[config.mk]
export PLATFORM = sky130hd
export DESIGN_NAME = dac_cmd_core
export DESIGN_NICKNAME = d
export VERILOG_FILES = /design/src/rtl/dac_cmd_core.sv
export SDC_FILE = /design/constraint.sdc
export NUM_CORES = 1
export LEC_CHECK = 0
export CORE_MARGIN = 2
export CORE_UTILIZATION = 44
export CTS_CLUSTER_DIAMETER = 120
export DETAILED_ROUTE_END_ITERATION = 6
export GPL_ROUTABILITY_DRIVEN = 0
export PLACE_DENSITY = 0.75
export SLEW_MARGIN = 10
export SYNTH_ARGS = -nofsm -noshare
export SYNTH_HDL_FRONTEND = slang
export SYNTH_SLANG_ARGS = --single-unit
[constraint.sdc]
create_clock -name clk -period 1.3 [get_ports clk]
set_input_delay 0.26 -clock clk [delete_from_list [all_inputs] [get_ports clk]]
set_output_delay 0.26 -clock clk [all_outputs]
set_load 0.01 [all_outputs]
[src/rtl/dac_cmd_core.sv]
module dac_cmd_core #(
  parameter int CODE_W = 10
) (
  input  logic              clk,
  input  logic              rst_n,
  input  logic              start_i,
  input  logic              stop_i,
  input  logic              rx_valid_i,
  input  logic [7:0]        rx_byte_i,
  input  logic              ack_fall_i,
  output logic [CODE_W-1:0] dac_code_o,
  output logic              buf_en_o,
  output logic              term_1k_o,
  output logic              term_100k_o,
  output logic [7:0]        rb_hi_o,
  output logic [7:0]        rb_lo_o
);
  localparam int HI_W = CODE_W - 6;

  logic [1:0]        cnt_q;
  logic [7:0]        b0_q, b1_q;
  logic [CODE_W-1:0] in_q, dac_q;
  logic [1:0]        pd_q;

  logic [3:0]        cmd;
  logic [CODE_W-1:0] payload;
  logic              commit;

  assign cmd     = b0_q[7:4];
  assign payload = {b0_q[HI_W-1:0], b1_q[7:2]};
  assign commit  = ack_fall_i && (cnt_q == 2'd2) && !start_i && !stop_i;

  always_ff @(posedge clk or negedge rst_n) begin
    if (!rst_n) begin
      cnt_q <= 2'd0;
      b0_q  <= '0;
      b1_q  <= '0;
    end else if (start_i || stop_i) begin
      cnt_q <= 2'd0;
    end else if (rx_valid_i && cnt_q == 2'd0) begin
      b0_q  <= rx_byte_i;
      cnt_q <= 2'd1;
    end else if (rx_valid_i && cnt_q == 2'd1) begin
      b1_q  <= rx_byte_i;
      cnt_q <= 2'd2;
    end else if (commit) begin
      cnt_q <= 2'd0;
    end
  end

  always_ff @(posedge clk or negedge rst_n) begin
    if (!rst_n) begin
      in_q  <= '0;
      dac_q <= '0;
      pd_q  <= 2'b11;
    end else if (commit) begin
      casez (cmd)
        4'b1100: begin in_q <= payload; dac_q <= payload; end
        4'b1101: in_q <= payload;
        4'b1110: begin in_q <= payload; dac_q <= in_q; end
        4'b1111: dac_q <= in_q;
        4'b01??: pd_q <= b0_q[3:2];
        default: ;
      endcase
    end
  end

  assign dac_code_o  = dac_q;
  assign buf_en_o    = (pd_q == 2'b00);
  assign term_1k_o   = (pd_q == 2'b10);
  assign term_100k_o = (pd_q == 2'b11);
  assign rb_hi_o     = {2'b00, pd_q, dac_q[CODE_W-1:6]};
  assign rb_lo_o     = {dac_q[5:0], 2'b00};

  p_commit_only_ack_r9: assert property (@(posedge clk) disable iff (!rst_n)
    !ack_fall_i |=> $stable(dac_q) && $stable(in_q) && $stable(pd_q));

  p_no_half_frame_r9: assert property (@(posedge clk) disable iff (!rst_n)
    (ack_fall_i && cnt_q != 2'd2) |=> $stable(dac_q) && $stable(in_q) && $stable(pd_q));

  p_pd_keeps_codes_r6: assert property (@(posedge clk) disable iff (!rst_n)
    (commit && cmd[3:2] == 2'b01) |=> $stable(dac_q) && $stable(in_q));

  p_ignored_cmd_r11: assert property (@(posedge clk) disable iff (!rst_n)
    (commit && (cmd[3:2] == 2'b00 || cmd[3:2] == 2'b10))
      |=> $stable(dac_q) && $stable(in_q) && $stable(pd_q));

  p_one_condition_r7: assert property (@(posedge clk) disable iff (!rst_n)
    $onehot0({buf_en_o, term_1k_o, term_100k_o}));

  p_rb_filler_r10: assert property (@(posedge clk) disable iff (!rst_n)
    rb_hi_o[7:6] == 2'b00 && rb_lo_o[1:0] == 2'b00);
endmodule

==> results of run 1 <==
[cell type report]
type                            instances  area (um^2)
Tap cell                               48         60.1
Inverter                                1         3.75
Timing Repair Buffer                   63          604
Sequential cell                        38          955
Fill cell                             294         1190
Clock buffer                            7         86.3
Multi-Input combinational cell         70          813
[worst max-delay path by stage]
stage	depth (start not counted)	endpoint	from	slack [ns]
floorplan	4	dac_code_o[0]$_DFFE_PN0P_	cnt_q[0]$_DFFE_PN0P_	-0.17
global placement	5	b0_q[5]$_DFFE_PN0P_	stop_i	-0.45
detailed placement	5	b0_q[6]$_DFFE_PN0P_	stop_i	-0.48
CTS	4	dac_code_o[4]$_DFFE_PN0P_	cnt_q[0]$_DFFE_PN0P_	-0.19
global route	4	dac_code_o[2]$_DFFE_PN0P_	cnt_q[0]$_DFFE_PN0P_	-0.25
finish	4	dac_code_o[0]$_DFFE_PN0P_	cnt_q[0]$_DFFE_PN0P_	-0.20
[through the flow]
step / std cells / hold slack (ns) / power [W]
2_1_floorplan: 124 / -0.0356 / 0.00163
3_5_place_dp: 214 / 0.122 / 0.00183
4_1_cts: 226 / 0.361 / 0.00266
6_report: 227 / 0.354 / 0.00266
3_3_place_gp: 214 / 0.112 / 0.00180
5_1_grt: 227 / 0.372 / 0.00279
[sequential cells by signal, summed over array words and instances (netlist names)]
signal / flops
b0_q: 8
b1_q: 6
cnt_q: 2
dac_code_o: 10
in_q: 10
pd_q: 2
[placed cells by master, fill, tap and decap left out, drive strengths merged]
cell type,Yosys,final
xnor2,1,1
nand2b,1,1
buf,15,30
nor3b,2,2
and4b,1,1
conb,1,4
mux2,46,46
dfstp,2,2
a21oi,1,1
dlygate4sd2,0,23
dfrtp,36,36
inv,1,1
clkbuf,0,7
o2111a,1,1
dlygate4sd3,0,1
nor2,3,3
nand2,1,1
and2,1,1
nand3,2,2
o21ai,1,1
nand4,2,2
clkdlybuf4s50,0,9
or2,1,1
nor2b,2,2
[cell usage after synthesis, types with 2 or more instances]
master,n
mux2_2,46
dfrtp_1,36
nor2_1,3
buf_4,14
nand3_1,2
nor2b_1,2
dfstp_2,2
[metal layers]
| layer | GRT usage | vias up | share of wire |
|---|---|---|---|
| met3 | 0.0456 | 6 | 0.040 |
| li1 | - | 526 | - |
| met1 | 0.237 | 582 | 0.42 |
| met4 | 0.0536 | 0 | 0.013 |
| met5 | 0 | - | 0 |
| met2 | 0.351 | 39 | 0.53 |
[timing repair]
item                                   4_1_cts  5_1_grt
setup endpoints to repair                   59       35
endpoints found under the hold margin        7        0
resized for setup                           79       12
hold buffers                                 1        0
buffers inserted                             4        1
pin swaps                                    5        0
[power by group through the flow]
stage          Clock, W  Sequential [W]  Combinational, W
3_3_place_gp          0         0.00139          0.000413
3_5_place_dp          0         0.00140          0.000432
6_report       0.000784         0.00138          0.000493
5_1_grt        0.000863         0.00140          0.000530
4_1_cts        0.000802         0.00138          0.000483
2_1_floorplan         0         0.00137          0.000254
[critical path: cells and delay by family (launching register included)]
family          cells  cell delay, ns
flops               1            0.40
compound gates      1            0.26
buf+inv             1            0.15
mux                 1            0.30
simple gates        1            0.27
[kinds of logic after synthesis]
logic type	count (synthesis)
buffers and inverters	16
DFF	38
xor gates and xnor gates	1
and+or+nand+nor	16
AOI/OAI and AO/OA	3
muxes	46
other	1
==> results.md, run 1 <==
* Total CTS buffers at 5
* Antenna violations before repair at 0
* P per Cell Area at ~1100 nW/um^2
* Final hold violation count at 0
* Post-synth EDFFs at 0
* Power share of the sequential group at 0.519
* Wire per inst at between 15 and 20 um
* CTS root buf: clkbuf_8
* Hpwl dp at about 2700 um
* Synthesized instance count at 121
* Status: finished, violations left
* WP data arrival at ~1.7 ns
* #FFs+latches synth at 38
* Clk pin slew, worst setup/hold paths at approximately 0.07 ns
* Pint at 0.00203 W
* Crit start category: register
* Comb power frac at 0.186
* Max-Cap Viols at 0
* PnR worst setup slack at -0.201 ns
* Final setup fails at 35
* Top-level port count at 43
* CP Max Fanout at 5
* Die X at between 60 and 70 um
* Starting density of the core at 0.467
* Clock share of power at 0.295
* Fin Setup TNS at -4.29 ns
* CTS Buffer Depth at 2
* Pleak at around 1.3 nW
* Post-Route WL at ~3800 um
* Design area at ~2500 um^2
* Vias in the first global route at around 1300
* Sw Ratio at 0.237
* Fin crit share at 1.15
* Sw Pwr at 0.000629 W
* Cell Area, Placed at approximately 2200 um^2
* Vias per Instance at about 5.1
* Worst Hold Class: in -> async
* Worst R2R Setup Slack at -0.20 ns
* Total GRT Usage at 0.197
* Reg2reg path depth at 4
* Final ANT Viol Nets at 0
* Worst path cell trace: and4b_1, o2111a_2, buf_6, mux2_4
* Avg Cell Area, Syn at around 14 um^2
* Site row count at 22
* Slowest-stage cell, CP: dfrtp_2
* YS warnings at 0
* H-tree Lvls at 2
* Multiplexer share of the synthesized area at 0.298
* Ant. Diodes at 0
* Area leader, netlist: dfrtp_1
* DRT Pass-1 Iters at 4
* Compound-cell area share of the yosys netlist at 0.0122
* Mapped Area at between 1500 and 2000 um^2
* # clock sinks at 38
* Worst VDD drop at slightly below 0.7 mV
* Later-pin clock latency in the skew report at approximately 0.28 ns
* Skew final at a little under 0.006 ns
* Fmax at roughly 670 MHz
* Unrepaired setup endpoints after global routing: true
* Drt drc at 0
* Grt ovf at 0
* Req. time, crit path at 1.46 ns
* R2R Path End: dac_code_o[0]$_DFFE_PN0P_
* Synth Flop Type: dfrtp_1
* Synth Area in Simple Gates at 0.0641
* Syn-to-layout area delta at 45.2%
* Xor/xnor share of the synthesized area at 0.00504
* Die Ht at around 67 um
* Seq/Total Area, Yosys at 0.549
* DR vias at ~1200
* Yosys top cell area share at 0.519
* Slew Limit Fails at 0
* Final Critical Period at approximately 1.5 ns
* Post-synthesis adder-cell area fraction at 0
* Largest net degree at the start of global routing at 21
* Distinct cells, synth at 23
* Final Util at 0.679
* Die area at approximately 4500 um^2
* Layout cells sized above 1 at 0.531
* Ys async rst share at 1.00
* Area contributors post-synth: dfrtp_1 52%, mux2_2 30%, buf_4 6.1%
* Largest family of logic cells by synthesized area: multiplexers
* Starting DRT DRC Count at 24
* Final #Nets at slightly below 200
* DP Worst Slack at -0.476 ns
* Failing checks: setup timing
* Core Area at approximately 3700 um^2
* Critical R2R Launch: cnt_q[0]$_DFFE_PN0P_
* I/O Buffers at 38
* CP max stage delay at about 0.4 ns
* First-pass GRT wire length at roughly 6400 um
* Critical path endpoint category: register
* TritonCTS clock tree: yes
* Crit Path Class: reg -> reg
Note: power is estimated with default switching activity, not from simulation.
==> inputs of run 2 (changes only) <==
--- a/config.mk
+++ b/config.mk
@@ -7,10 +7,10 @@
 export LEC_CHECK = 0
 export CORE_MARGIN = 2
 export CORE_UTILIZATION = 44
-export CTS_CLUSTER_DIAMETER = 120
 export DETAILED_ROUTE_END_ITERATION = 6
 export GPL_ROUTABILITY_DRIVEN = 0
 export PLACE_DENSITY = 0.75
+export RECOVER_POWER = 100
 export SLEW_MARGIN = 10
 export SYNTH_ARGS = -nofsm -noshare
 export SYNTH_HDL_FRONTEND = slang
==> run 2 against run 1 <==
The flow still finishes with violations (setup timing). Sequential share of layout area grew 0.11 points. Combinational power is essentially flat. Critical path depth is the same. Clock power about the same. Sequential cell count did not move. Total power hardly changed. Non-clock buffer count unchanged. Clock skew hardly changed. Global-route usage unchanged. Sequential power hardly changed. Count of clock-buffer cells in the layout did not move. Critical endpoint unchanged.
==> results.md, run 2 (same netlist as run 1, synthesis figures left out) <==
* Status: finished, violations left
* Failing checks: setup timing
* Die Ht at about 67 um
* Site row count at 22
* Vias per Instance at a little over 5
* P per Cell Area at ~1100 nW/um^2
* Pint at slightly above 0.002 W
* Crit path max-delay family: flip-flops
* Worst Hold Class: in -> async
* Max-Cap Viols at 0
* Pleak at around 1.3 nW
* Starting density of the core at 0.467
* Total power at ~0.0027 W
* PnR worst setup slack at -0.201 ns
* Starting DRT DRC Count at 27
* Post-Route WL at between 3000 and 4000 um
* Slew Limit Fails at 0
* Comb power frac at 0.185
* Critical R2R Launch: cnt_q[0]$_DFFE_PN0P_
* Sw Ratio at 0.237
* Core Area at ~3700 um^2
* Layout cells sized above 1 at 0.520
* Clock share of power at 0.295
* Fin crit share at 1.15
* Commonest non-fill, non-tap cell in the layout: dfrtp_1
* Final hold violation count at 0
* Syn-to-layout area delta at 44.8%
* Worst VDD drop at just under 0.7 mV
* Power share of the sequential group at 0.520
* Cell Area, Placed at around 2200 um^2
* Sw Pwr at about 0.00063 W
* DP Worst Slack at -0.476 ns
* Commonest non-fill, non-tap cells in the layout: 35 x dfrtp_1, 25 x mux2_4, 23 x dlygate4sd2_1, 21 x mux2_2, 14 x buf_6
* Antenna violations before repair at 0
* # clock sinks at 38
* WP buf/inv at 1
* First-pass GRT wire length at 6400 um
* Total CTS buffers at 5
* Design area at 2510 um^2
* CTS Buffer Depth at 2
* Crit start category: register
* Die X at approximately 67 um
* Slowest-stage cell, CP: dfrtp_2
* Die area at between 4000 and 5000 um^2
* Worst path cell trace: and4b_1, o2111a_2, buf_6, mux2_4
* Critical path origin: cnt_q[0]$_DFFE_PN0P_
* Ant. Diodes at 0
* I/O Buffers at 38
* Final ANT Viol Nets at 0
* DRT Pass-1 Iters at 4
* Hpwl dp at around 2700 um
* Later-pin clock latency in the skew report at approximately 0.28 ns
* Placed Cells at between 200 and 250
* Vias in the first global route at 1287
* WP data arrival at roughly 1.7 ns
* Unrepaired setup endpoints after global routing: true
* Final Non-Filler Cells at ~230
* Final Util at 0.677
* Critical path endpoint category: register
* Clk pin slew, worst setup/hold paths at approximately 0.070 ns
* CP max stage delay at approximately 0.4 ns
* Top-level port count at 43
* Drt drc at 0
* TritonCTS clock tree: yes
* Final #Nets at between 150 and 200
* Total GRT Usage at 0.197
* CTS root buf: clkbuf_8
* DR vias at 1158
* Grt ovf at 0
* Largest net degree at the start of global routing at 21
* CP Max Fanout at 5
* Final setup fails at 34
* Req. time, crit path at about 1.5 ns
* Fmax at about 670 MHz
* Wire per inst at 16.7 um
* H-tree Lvls at 2
* Final Critical Period at approximately 1.5 ns
* Crit Path Class: reg -> reg
* Skew final at roughly 0.0062 ns
[run 2: changes by cell type in the layout (fill, tap and decap cells not counted)]
| cell | previous run | this run |
|---|---|---|
| clkbuf_2 | 0 | 1 |
| buf_4 | 12 | 9 |
| buf_2 | 1 | 0 |
| clkbuf_1 | 1 | 3 |
| clkbuf_4 | 0 | 1 |
[run 2: metal layers]
layer | wire (um) | global-route usage | vias up
li1 | - | - | 526
met1 | 1590 | 0.237 | 587
met2 | 2010 | 0.351 | 39
met3 | 154 | 0.0456 | 6
met4 | 49 | 0.0536 | 0
met5 | 0 | 0 | -
[run 2: final cells by class]
class,instances,area [um^2]
well taps,48,60.1
clock buffers,7,86.3
fillers,298,1200
multi-input cells,70,813
flip-flops and latches,38,955
inverters,1,3.75
repair buffers,63,597
[run 2: worst paths after layout]
path	endpoint	slack (ns)	depth (start not counted)
setup reg to reg	dac_code_o[0]$_DFFE_PN0P_	-0.20	4
hold / removal	in_q[8]$_DFFE_PN0P_	0.44	2
min in group clk	in_q[2]$_DFFE_PN0P_	0.51	1
setup / recovery	dac_code_o[0]$_DFFE_PN0P_	-0.20	4
max in group asynchronous	dac_code_o[1]$_DFFE_PN0P_	0.15	3
hold reg to reg	in_q[2]$_DFFE_PN0P_	0.51	1
[run 2: what timing repair did]
action,in CTS,in global routing
pin swaps,5,0
endpoints found under the setup margin,59,35
hold buffers,1,0
setup buffers,4,1
hold endpoints to repair,7,0
gates cloned,0,0
gates resized for setup,79,12
[run 2: power by group through the flow]
stage / registers, W / clock network, W / logic (W)
after CTS: 0.00138 / 0.000802 / 0.000483
after detailed placement: 0.00140 / 0 / 0.000432
after global routing: 0.00140 / 0.000863 / 0.000528
after floorplan: 0.00137 / 0 / 0.000254
final: 0.00138 / 0.000784 / 0.000491
after global placement: 0.00139 / 0 / 0.000413
[run 2: per-stage QoR]
stage                     hold WS [ns]  setup TNS (ns)
after floorplan                -0.0356           -3.88
after global routing             0.483           -6.23
after global placement           0.112          -13.53
final                            0.444           -4.29
after detailed placement         0.122          -14.54
after CTS                        0.361           -3.89
==> inputs of run 3 (changes only) <==
--- a/config.mk
+++ b/config.mk
@@ -7,6 +7,7 @@
 export LEC_CHECK = 0
 export CORE_MARGIN = 2
 export CORE_UTILIZATION = 44
+export CTS_CLUSTER_SIZE = 30
 export DETAILED_ROUTE_END_ITERATION = 6
 export GPL_ROUTABILITY_DRIVEN = 0
 export PLACE_DENSITY = 0.75
==> results of run 3 <==
The final DEF is identical to that of run 2; final timing and power are the same.
